[config.mk]
export PLATFORM = sky130hd
export DESIGN_NAME = usb_irq_detect
export DESIGN_NICKNAME = d
export VERILOG_FILES = /design/src/rtl/uirq_pkg.sv /design/src/rtl/uirq_sync.sv /design/src/rtl/uirq_edge.sv /design/src/rtl/uirq_cause.sv /design/src/rtl/uirq_status.sv /design/src/rtl/usb_irq_detect.sv
export SDC_FILE = /design/constraint.sdc
export NUM_CORES = 1
export LEC_CHECK = 0
export ABC_AREA = 1
export BUFFER_PORTS_ARGS = -buffer_cell sky130_fd_sc_hd__buf_2
export CAP_MARGIN = 10
export CORE_ASPECT_RATIO = 0.7
export CORE_MARGIN = 2
export CORE_UTILIZATION = 52
export CTS_CLUSTER_DIAMETER = 150
export DETAILED_ROUTE_END_ITERATION = 16
export PLACE_DENSITY = 0.84
export SLEW_MARGIN = 20
export SYNTH_ARGS = -nofsm -noshare
export SYNTH_HDL_FRONTEND = slang
export SYNTH_SLANG_ARGS = --single-unit
[constraint.sdc]
create_clock -name clk_i -period 2.63 [get_ports clk_i]
set_input_delay 0.1315 -clock clk_i [delete_from_list [all_inputs] [get_ports clk_i]]
set_output_delay 0.1315 -clock clk_i [all_outputs]
set_load 0.01 [all_outputs]
[src/rtl/uirq_pkg.sv]
package uirq_pkg;
  localparam int N_CAUSE   = 7;
  localparam int B_VBUS    = 0;
  localparam int B_RESUME  = 1;
  localparam int B_FRAME   = 2;
  localparam int B_DEVST   = 3;
  localparam int B_BUSCHG  = 4;
  localparam int B_SETOK   = 5;
  localparam int B_SETERR  = 6;

  typedef enum logic [1:0] {
    LS_SE0 = 2'b00,
    LS_J   = 2'b01,
    LS_K   = 2'b10,
    LS_SE1 = 2'b11
  } line_e;
endpackage

[src/rtl/uirq_sync.sv]
module uirq_sync #(
  parameter int W      = 1,
  parameter int STAGES = 2
) (
  input  logic         clk_i,
  input  logic         rst_n_i,
  input  logic [W-1:0] d_i,
  output logic [W-1:0] q_o
);
  logic [W-1:0] stg_q [STAGES];

  for (genvar s = 0; s < STAGES; s++) begin : g_stage
    logic [W-1:0] stg_n;
    if (s == 0) begin : g_first
      always_comb stg_n = d_i;
    end else begin : g_next
      always_comb stg_n = stg_q[s-1];
    end
    always_ff @(posedge clk_i or negedge rst_n_i) begin
      if (!rst_n_i) stg_q[s] <= '0;
      else          stg_q[s] <= stg_n;
    end
  end

  assign q_o = stg_q[STAGES-1];
endmodule

[src/rtl/uirq_edge.sv]
module uirq_edge #(
  parameter int SYNC_STAGES = 2,
  parameter int LS_W        = 2
) (
  input  logic            clk_i,
  input  logic            rst_n_i,
  input  logic            vbus_s_i,
  input  logic [LS_W-1:0] line_s_i,
  output logic            vbus_chg_o,
  output logic            line_chg_o,
  output logic [LS_W-1:0] line_prev_o
);
  localparam int ARM_D = SYNC_STAGES + 1;

  logic [ARM_D-1:0] arm_q, arm_n;
  logic             vbus_prev_q, vbus_prev_n;
  logic [LS_W-1:0]  line_prev_q, line_prev_n;
  logic             armed;

  always_comb begin
    arm_n       = {arm_q[ARM_D-2:0], 1'b1};
    vbus_prev_n = vbus_s_i;
    line_prev_n = line_s_i;
  end

  always_ff @(posedge clk_i or negedge rst_n_i) begin
    if (!rst_n_i) begin
      arm_q       <= '0;
      vbus_prev_q <= 1'b0;
      line_prev_q <= '0;
    end else begin
      arm_q       <= arm_n;
      vbus_prev_q <= vbus_prev_n;
      line_prev_q <= line_prev_n;
    end
  end

  assign armed       = arm_q[ARM_D-1];
  assign vbus_chg_o  = armed && (vbus_s_i != vbus_prev_q);
  assign line_chg_o  = armed && (line_s_i != line_prev_q);
  assign line_prev_o = line_prev_q;

  p_vbus_edge_r1: assert property (@(posedge clk_i) disable iff (!rst_n_i)
    vbus_chg_o |-> (vbus_s_i != $past(vbus_s_i)));
  p_line_edge_r2: assert property (@(posedge clk_i) disable iff (!rst_n_i)
    line_chg_o |-> (line_s_i != $past(line_s_i)));
endmodule

[src/rtl/uirq_cause.sv]
module uirq_cause
  import uirq_pkg::*;
#(
  parameter int FRAME_W = 11,
  parameter int DEV_N   = 4,
  parameter int LS_W    = 2
) (
  input  logic               clk_i,
  input  logic               rst_n_i,
  input  logic               host_mode_i,
  input  logic               sof_sel_i,
  input  logic               suspended_i,
  input  logic               vbus_chg_i,
  input  logic               line_chg_i,
  input  logic [LS_W-1:0]    line_prev_i,
  input  logic [LS_W-1:0]    line_now_i,
  input  logic               sof_stb_i,
  input  logic [FRAME_W-1:0] sof_frame_i,
  input  logic               sof_bad_i,
  input  logic [DEV_N-1:0]   dev_evt_i,
  input  logic               setup_ack_i,
  input  logic               setup_nak_i,
  output logic [N_CAUSE-1:0] set_o
);
  logic [FRAME_W-1:0] last_frame_q, last_frame_n;
  logic               have_frame_q, have_frame_n;
  logic               frame_new;
  logic               periph;
  logic               resume_hit;
  logic               frame_hit;

  assign periph    = !host_mode_i;
  assign frame_new = sof_stb_i && (!have_frame_q || (sof_frame_i != last_frame_q));

  always_comb begin
    last_frame_n = last_frame_q;
    have_frame_n = have_frame_q;
    if (sof_stb_i) begin
      last_frame_n = sof_frame_i;
      have_frame_n = 1'b1;
    end
  end

  always_ff @(posedge clk_i or negedge rst_n_i) begin
    if (!rst_n_i) begin
      last_frame_q <= '0;
      have_frame_q <= 1'b0;
    end else begin
      last_frame_q <= last_frame_n;
      have_frame_q <= have_frame_n;
    end
  end

  always_comb begin
    resume_hit = periph && suspended_i && line_chg_i &&
                 (line_prev_i == LS_J) &&
                 ((line_now_i == LS_K) || (line_now_i == LS_SE0));
    if (host_mode_i)     frame_hit = frame_new;
    else if (sof_sel_i)  frame_hit = sof_bad_i;
    else                 frame_hit = frame_new;
  end

  always_comb begin
    set_o           = '0;
    set_o[B_VBUS]   = vbus_chg_i;
    set_o[B_RESUME] = resume_hit;
    set_o[B_FRAME]  = frame_hit;
    set_o[B_DEVST]  = periph && (|dev_evt_i);
    set_o[B_BUSCHG] = line_chg_i;
    set_o[B_SETOK]  = host_mode_i && setup_ack_i;
    set_o[B_SETERR] = host_mode_i && setup_nak_i;
  end

  p_resume_cond_r3: assert property (@(posedge clk_i) disable iff (!rst_n_i)
    set_o[B_RESUME] |-> (suspended_i && !host_mode_i && line_chg_i));
  p_frame_bad_r5: assert property (@(posedge clk_i) disable iff (!rst_n_i)
    (set_o[B_FRAME] && !host_mode_i && sof_sel_i) |-> sof_bad_i);
  p_devst_periph_r6: assert property (@(posedge clk_i) disable iff (!rst_n_i)
    set_o[B_DEVST] |-> (!host_mode_i && (dev_evt_i != '0)));
  p_setup_host_r7: assert property (@(posedge clk_i) disable iff (!rst_n_i)
    (set_o[B_SETOK] || set_o[B_SETERR]) |-> host_mode_i);
endmodule

[src/rtl/uirq_status.sv]
module uirq_status #(
  parameter int N = 7
) (
  input  logic         clk_i,
  input  logic         rst_n_i,
  input  logic [N-1:0] set_i,
  input  logic         clr_wr_i,
  input  logic [N-1:0] clr_data_i,
  input  logic [N-1:0] en_i,
  output logic [N-1:0] status_o,
  output logic         irq_o
);
  logic [N-1:0] status_q, status_n;
  logic         irq_q, irq_n;
  logic [N-1:0] clr_mask;

  assign clr_mask = clr_wr_i ? clr_data_i : '0;

  for (genvar i = 0; i < N; i++) begin : g_bit
    always_comb status_n[i] = set_i[i] | (status_q[i] & ~clr_mask[i]);
  end

  always_comb irq_n = |(status_q & en_i);

  always_ff @(posedge clk_i or negedge rst_n_i) begin
    if (!rst_n_i) begin
      status_q <= '0;
      irq_q    <= 1'b0;
    end else begin
      status_q <= status_n;
      irq_q    <= irq_n;
    end
  end

  assign status_o = status_q;
  assign irq_o    = irq_q;

  p_set_wins_r9: assert property (@(posedge clk_i) disable iff (!rst_n_i)
    (set_i != '0) |=> ((status_q & $past(set_i)) == $past(set_i)));
  p_clear_r9: assert property (@(posedge clk_i) disable iff (!rst_n_i)
    clr_wr_i |=> ((status_q & $past(clr_data_i & ~set_i)) == '0));
  p_irq_hi_r10: assert property (@(posedge clk_i) disable iff (!rst_n_i)
    ((status_q & en_i) != '0) |=> irq_q);
  p_irq_lo_r10: assert property (@(posedge clk_i) disable iff (!rst_n_i)
    ((status_q & en_i) == '0) |=> !irq_q);
endmodule

[src/rtl/usb_irq_detect.sv]
module usb_irq_detect
  import uirq_pkg::*;
#(
  parameter int FRAME_W     = 11,
  parameter int DEV_N       = 4,
  parameter int SYNC_STAGES = 2
) (
  input  logic               clk_i,
  input  logic               rst_n_i,
  input  logic               host_mode_i,
  input  logic               sof_sel_i,
  input  logic               vbus_i,
  input  logic [1:0]         line_i,
  input  logic               suspended_i,
  input  logic               sof_stb_i,
  input  logic [FRAME_W-1:0] sof_frame_i,
  input  logic               sof_bad_i,
  input  logic [DEV_N-1:0]   dev_evt_i,
  input  logic               setup_ack_i,
  input  logic               setup_nak_i,
  input  logic [6:0]         irq_en_i,
  input  logic               clr_wr_i,
  input  logic [6:0]         clr_data_i,
  output logic [6:0]         status_o,
  output logic               irq_o
);
  localparam int LS_W  = 2;
  localparam int PIN_W = LS_W + 1;

  logic [1:0]         rst_sync_q;
  logic               rst_q;
  logic [PIN_W-1:0]   pins_s;
  logic               vbus_chg, line_chg;
  logic [LS_W-1:0]    line_prev;
  logic [N_CAUSE-1:0] set_vec;

  always_ff @(posedge clk_i or negedge rst_n_i) begin
    if (!rst_n_i) rst_sync_q <= 2'b00;
    else          rst_sync_q <= {rst_sync_q[0], 1'b1};
  end
  assign rst_q = rst_sync_q[1];

  uirq_sync #(.W(PIN_W), .STAGES(SYNC_STAGES)) u_sync (
    .clk_i   (clk_i),
    .rst_n_i (rst_q),
    .d_i     ({vbus_i, line_i}),
    .q_o     (pins_s)
  );

  uirq_edge #(.SYNC_STAGES(SYNC_STAGES), .LS_W(LS_W)) u_edge (
    .clk_i       (clk_i),
    .rst_n_i     (rst_q),
    .vbus_s_i    (pins_s[PIN_W-1]),
    .line_s_i    (pins_s[LS_W-1:0]),
    .vbus_chg_o  (vbus_chg),
    .line_chg_o  (line_chg),
    .line_prev_o (line_prev)
  );

  uirq_cause #(.FRAME_W(FRAME_W), .DEV_N(DEV_N), .LS_W(LS_W)) u_cause (
    .clk_i       (clk_i),
    .rst_n_i     (rst_q),
    .host_mode_i (host_mode_i),
    .sof_sel_i   (sof_sel_i),
    .suspended_i (suspended_i),
    .vbus_chg_i  (vbus_chg),
    .line_chg_i  (line_chg),
    .line_prev_i (line_prev),
    .line_now_i  (pins_s[LS_W-1:0]),
    .sof_stb_i   (sof_stb_i),
    .sof_frame_i (sof_frame_i),
    .sof_bad_i   (sof_bad_i),
    .dev_evt_i   (dev_evt_i),
    .setup_ack_i (setup_ack_i),
    .setup_nak_i (setup_nak_i),
    .set_o       (set_vec)
  );

  uirq_status #(.N(N_CAUSE)) u_status (
    .clk_i      (clk_i),
    .rst_n_i    (rst_q),
    .set_i      (set_vec),
    .clr_wr_i   (clr_wr_i),
    .clr_data_i (clr_data_i),
    .en_i       (irq_en_i),
    .status_o   (status_o),
    .irq_o      (irq_o)
  );

  p_quiet_after_reset_r11: assert property (@(posedge clk_i) disable iff (!rst_n_i)
    !rst_q |=> (status_o == '0 && !irq_o));
endmodule

# After elaboration in Yosys (flattened, before gate mapping)
# Index checks and enable logic that the tools add are counted.
word_totals:
  regBits: 34
  latchBits: 0
  ramBits: 0
  rom_bits: 0
  wordCells: 57
  memories: 0
classes:
  addsub: 0
  multipliers: 0
  div_mod_pow: 0
  order_cmp: 0
  n_eq_ne: 5
  shift: 0
  n_mux: 3
  bitwise_logic: 22
  n_reduce_logical: 17
ops:
  columns: ["operator", "n"]
  rows:
  - ["$ne A11 B11 Y1", 1]
  - ["$logic_and A1 B1 Y1", 10]
  - ["$and A1 B1 Y1", 7]
  - ["$and A7 B7 Y7", 1]
  - ["$mux W7", 1]
  - ["$not A1 Y1", 7]
  - ["$or A1 B1 Y1", 7]
  - ["$reduce_or A7 Y1", 1]
  - ["$reduce_or A4 Y1", 1]
  - ["$eq A2 B1 Y1 const B", 1]
  - ["$eq A2 B2 Y1 const B", 1]
  - ["$logic_not A1 Y1", 2]
  - ["$logic_not A2 Y1", 1]
  - ["$logic_or A1 B1 Y1", 2]
  - ["$mux W1", 2]
  - ["$ne A2 B2 Y1", 1]
  - ["$ne A1 B1 Y1", 1]

# Logic depth before layout (Yosys ltp)
logic_depth:
  ltp_word: 6
  depth_mapped: 9
  ltp_nobuf: 9

# Cells and area by module
# From an unflattened synthesis, not the netlist that was laid out.
hier_totals:
  cells_unflattened: 189
  area_unflattened_um2: 1516.5
modules_own_cells:
  columns: ["module", "instances", "cells_each", "area_each_um2", "seq_area_each_um2"]
  rows:
  - ["uirq_cause", 1, 123, 764.5, 300.3]
  - ["uirq_status", 1, 36, 331.6, 200.2]
  - ["uirq_edge", 1, 21, 216.5, 150.1]
  - ["uirq_sync", 1, 6, 150.1, 150.1]
  - ["usb_irq_detect", 1, 3, 53.8, 50.0]

# Worst setup path after synthesis
# Ideal clock, no wire load.
synth_timing:
  path_kind: "reg2reg"
  from: "reg u_cause.last_frame_q[0]"
  to: "reg u_status.status_q[2] (netlist: u_status.status_o[2])"
  t_arrival_ns: 0.804
  slack_ns: 1.710
  stages_incl_launch_ff: 9
  path_buffers: 0
  synth_period_minus_slack_ns: 0.920
  cell_sequence: "dfrtp_1 -> nand2_1 -> nand2_1 -> nor2_1 -> nand2_1 -> nor2_2 -> nand2_1 -> nand2_1 -> nand2_1"
synth_between:
  elab_chain_len: 6
synth_lines:
  columns: ["item", "line", "rtl"]
  rows:
  - ["from (decl)", "uirq_cause.sv:25", "logic [FRAME_W-1:0] last_frame_q, last_frame_n;"]
  - ["from (signal assigned)", "uirq_cause.sv:49", "last_frame_q <= last_frame_n;"]
  - ["$ne A11 B11 Y1 (*)", "uirq_cause.sv:33", "assign frame_new = sof_stb_i && (!have_frame_q || (sof_frame_i != last_frame_q));"]
  - ["$logic_or A1 B1 Y1 (*)", "uirq_cause.sv:33", null]
  - ["$logic_and A1 B1 Y1 (*)", "uirq_cause.sv:33", null]
  - ["$mux W1", "uirq_cause.sv:59", "else if (sof_sel_i) frame_hit = sof_bad_i;"]
  - ["$mux W1 (*)", "uirq_cause.sv:58", "if (host_mode_i) frame_hit = frame_new;"]
  - ["$or A1 B1 Y1 (*)", "uirq_status.sv:20", "always_comb status_n[i] = set_i[i] | (status_q[i] & ~clr_mask[i]);"]
  - ["via u_status.status_n[2]", "uirq_status.sv:13", "logic [N-1:0] status_q, status_n;"]
  - ["to (signal assigned)", "uirq_status.sv:30", "status_q <= status_n;"]
  - ["to (decl)", "uirq_status.sv:13", null]
# Mark *: on every way through the listed nets, which the timed path passes. The rest lies on a longest branch.
# A chain may end at the register's enable or synchronous reset.

# Final worst setup path
layout_timing:
  from: "reg u_cause.last_frame_q[8]"
  to: "reg u_status.status_q[2] (netlist: u_status.status_o[2])"
# The elaborated chain is that of the path after synthesis.

==> flow_summary.ini <==
[worst_setup_path]
crit_path_start = u_cause.last_frame_q[8]
crit_path_end_kind = flop
worst-setup-path-type = reg -> reg
crit_arrival_ns = 1.22
worstSetupStartpointType = flop
crit_path_max_fanout = 2
reg2reg_from = u_cause.last_frame_q[8]
worstPathRequired_ns = 2.81

[cells_and_area]
mostFrequentLayoutCells = nand2_1, buf_2, dfrtp_1, inv_1, o21ai_0
area_delta_synth_final_pct = 31.4
n_fill_cell = 193
mostFrequentLayoutCell = nand2_1
nets = 263
n_antenna_cell = 0
final_layout_size_suffix_gt1_share_pct = 27.5
finalNonFillerCells = 256

[placement]
gp_congestion = 0.789
dp_hpwl_mm = 2.20
io_buffers = 49
dp_cells = 244

[worst_hold_path]
hold_class = in -> reg
holdCritStartpoint = irq_en_i[0]

[sta]
min_period_ns = 1.04
fin_worst_skew_ns = 0.00247
setup_viol_count_final = 0
rsz0062_at_grt = false
tns_ns = 0
clock.fmax_mhz = 964
maxSlewViolCount = 0
period_share_pct = 39.4
finalHoldViolations = 0

[route]
antenna_left = 0
viasPerCell = 4.77
routed_wl_mm = 2.89
drtIter0Drc = 43
drc = 0
wire_per_inst_um = 11.3
vias = 1220
first_pass_iters = 4

[global_routing]
grt_pass1_vias = 1162
grt_max_degree = 33
grt_antenna_before_repair = 0
track_usage_pct = 20.7
overflow = 0
grt_pass1_wl_mm = 4.73

[yosys]
ys_seq_area_share_pct = 60.2
synthDistinctLibCells = 20
yosys_warnings = 0
synth_cells = 161
avgSynthCellArea_um2 = 8.77
syn_area_um2 = 1410
synth_seq_cells = 34

[power_and_ir_drop]
p_leak_nw = 1.01
vdd_drop_max_v = 0.000511
pwr-share-seq_pct = 48.5
p_sw_share_pct = 24.2
power.total_mw = 1.20
p_per_area_nw_per_um2 = 648
power.share.clock_pct = 39.0
p_comb_share_pct = 12.5
p_switching_uw = 291
p_int_uw = 912

[floorplan]
core_um2 = 2510
rows = 15
die_h_um = 47.6
fp.dieArea_um2 = 3160
dieWidth_um = 66.3
ios = 50
initial_utilization_pct = 56.2

[clocking]
clock_latency_ns = 0.28
cts_tree = yes
cts_buffer_depth = 2
clockRootBuffer = clkbuf_8
clk_pin_slew_ns = 0.07
htree_levels = 2
clkSinkCount = 34
cts_inserted_buffers = 5

[status]
status = finished clean

[run]
maxCapViolations = 0
## cells by family (layout without fill, tap and decap cells)
family / after synthesis / count (layout) / synth area share, %
DFF: 34 / 34 / 60.2
other: 1 / 2 / 0.265
xor gates and xnor gates: 2 / 2 / 1.24
AOI/OAI and AO/OA: 23 / 23 / 10.3
and+or+nand+nor: 75 / 75 / 20.9
buffers and inverters: 26 / 86 / 7.09
## worst paths after layout
kind	cells past startpoint	end	slack, ns
max	8	u_status.status_o[2]	1.59
min	3	u_status.irq_o	0.06
max reg2reg	8	u_status.status_o[2]	1.59
min reg2reg	1	u_status.status_o[6]	0.27
max in group asynchronous	1	u_edge.vbus_prev_q	2.07
min in group asynchronous	2	rst_sync_q[0]	0.16
## critical path: stages (launching register included)
cell and delay [ns]:
dfrtp_1 0.38, inv_1 0.08, nand2_1 0.05, nand2_1 0.07, nand3_1 0.09, nor2_1 0.12, nand2_1 0.06, nand2_1 0.05
nand2_1 0.04
## synth_stat cells, drive strengths merged
library cell,n,area (um2)
a21boi,1,7.51
a21o,1,7.51
a21oi,2,10.0
a221oi,1,8.76
a22o,3,26.3
a32o,2,20.0
buf,2,10.0
conb,1,3.75
dfrtp,34,851
inv,24,90.1
nand2,63,236
nand3,1,5.00
nor2,7,28.8
nor4,2,12.5
o21ai,13,65.1
or2,2,12.5
xnor2,2,17.5
## flip-flops by register name, summed over array words and instances, names as in the netlist
name,cells
rst_sync_q,2
u_cause.have_frame_q,1
u_cause.last_frame_q,11
u_edge.arm_q,3
u_edge.line_prev_o,2
u_edge.vbus_prev_q,1
u_status.irq_o,1
u_status.status_o,7
u_sync.g_stage.stg_n,3
u_sync.q_o,3
## stage by stage
step | hold slack, ns | cell area, um2 | utilization [%] | worst slack [ns]
4_1_cts | 0.0582 | 1860 | 73.8 | 1.59
3_3_place_gp | -0.0845 | 1700 | 67.7 | 1.64
6_report | 0.0641 | 1860 | 73.8 | 1.59
5_1_grt | 0.0745 | 1860 | 73.8 | 1.44
2_1_floorplan | -0.164 | 1420 | - | 1.61
3_5_place_dp | -0.0800 | 1700 | 67.7 | 1.60
## cell type report
class	count	area (um2)	area share (%)
multi-input cells	102	465	25.1
clock inverters	3	45.0	2.43
inverters	24	90.1	4.86
clock buffers	5	68.8	3.71
well taps	34	42.5	2.29
flip-flops and latches	34	851	45.9
repair buffers	54	293	15.8
## repair_timing
| item | 4_1_cts | 5_1_grt |
|---|---|---|
| resized for setup | 0 | 0 |
| endpoints found under the hold margin | 5 | 0 |
| buffers inserted | 0 | 0 |
| setup endpoints to repair | 0 | 0 |
| hold buffers | 4 | 0 |
## power by group through the flow
stage                     logic [mW]  registers [mW]  clock network, mW
after detailed placement       0.147           0.593                  0
after global routing           0.174           0.587              0.509
after CTS                      0.152           0.583              0.485
after floorplan               0.0697           0.601                  0
after global placement         0.140           0.590                  0
final                          0.151           0.583              0.469
## layer usage
layer	vias to the layer above	global-route usage (%)	share of wire, %
met5	-	0	0
met4	0	8.98	0.73
met3	3	5.88	5.3
met2	34	37.4	50
met1	566	24.0	44
li1	617	-	-
(Power assumes the default switching activity.)
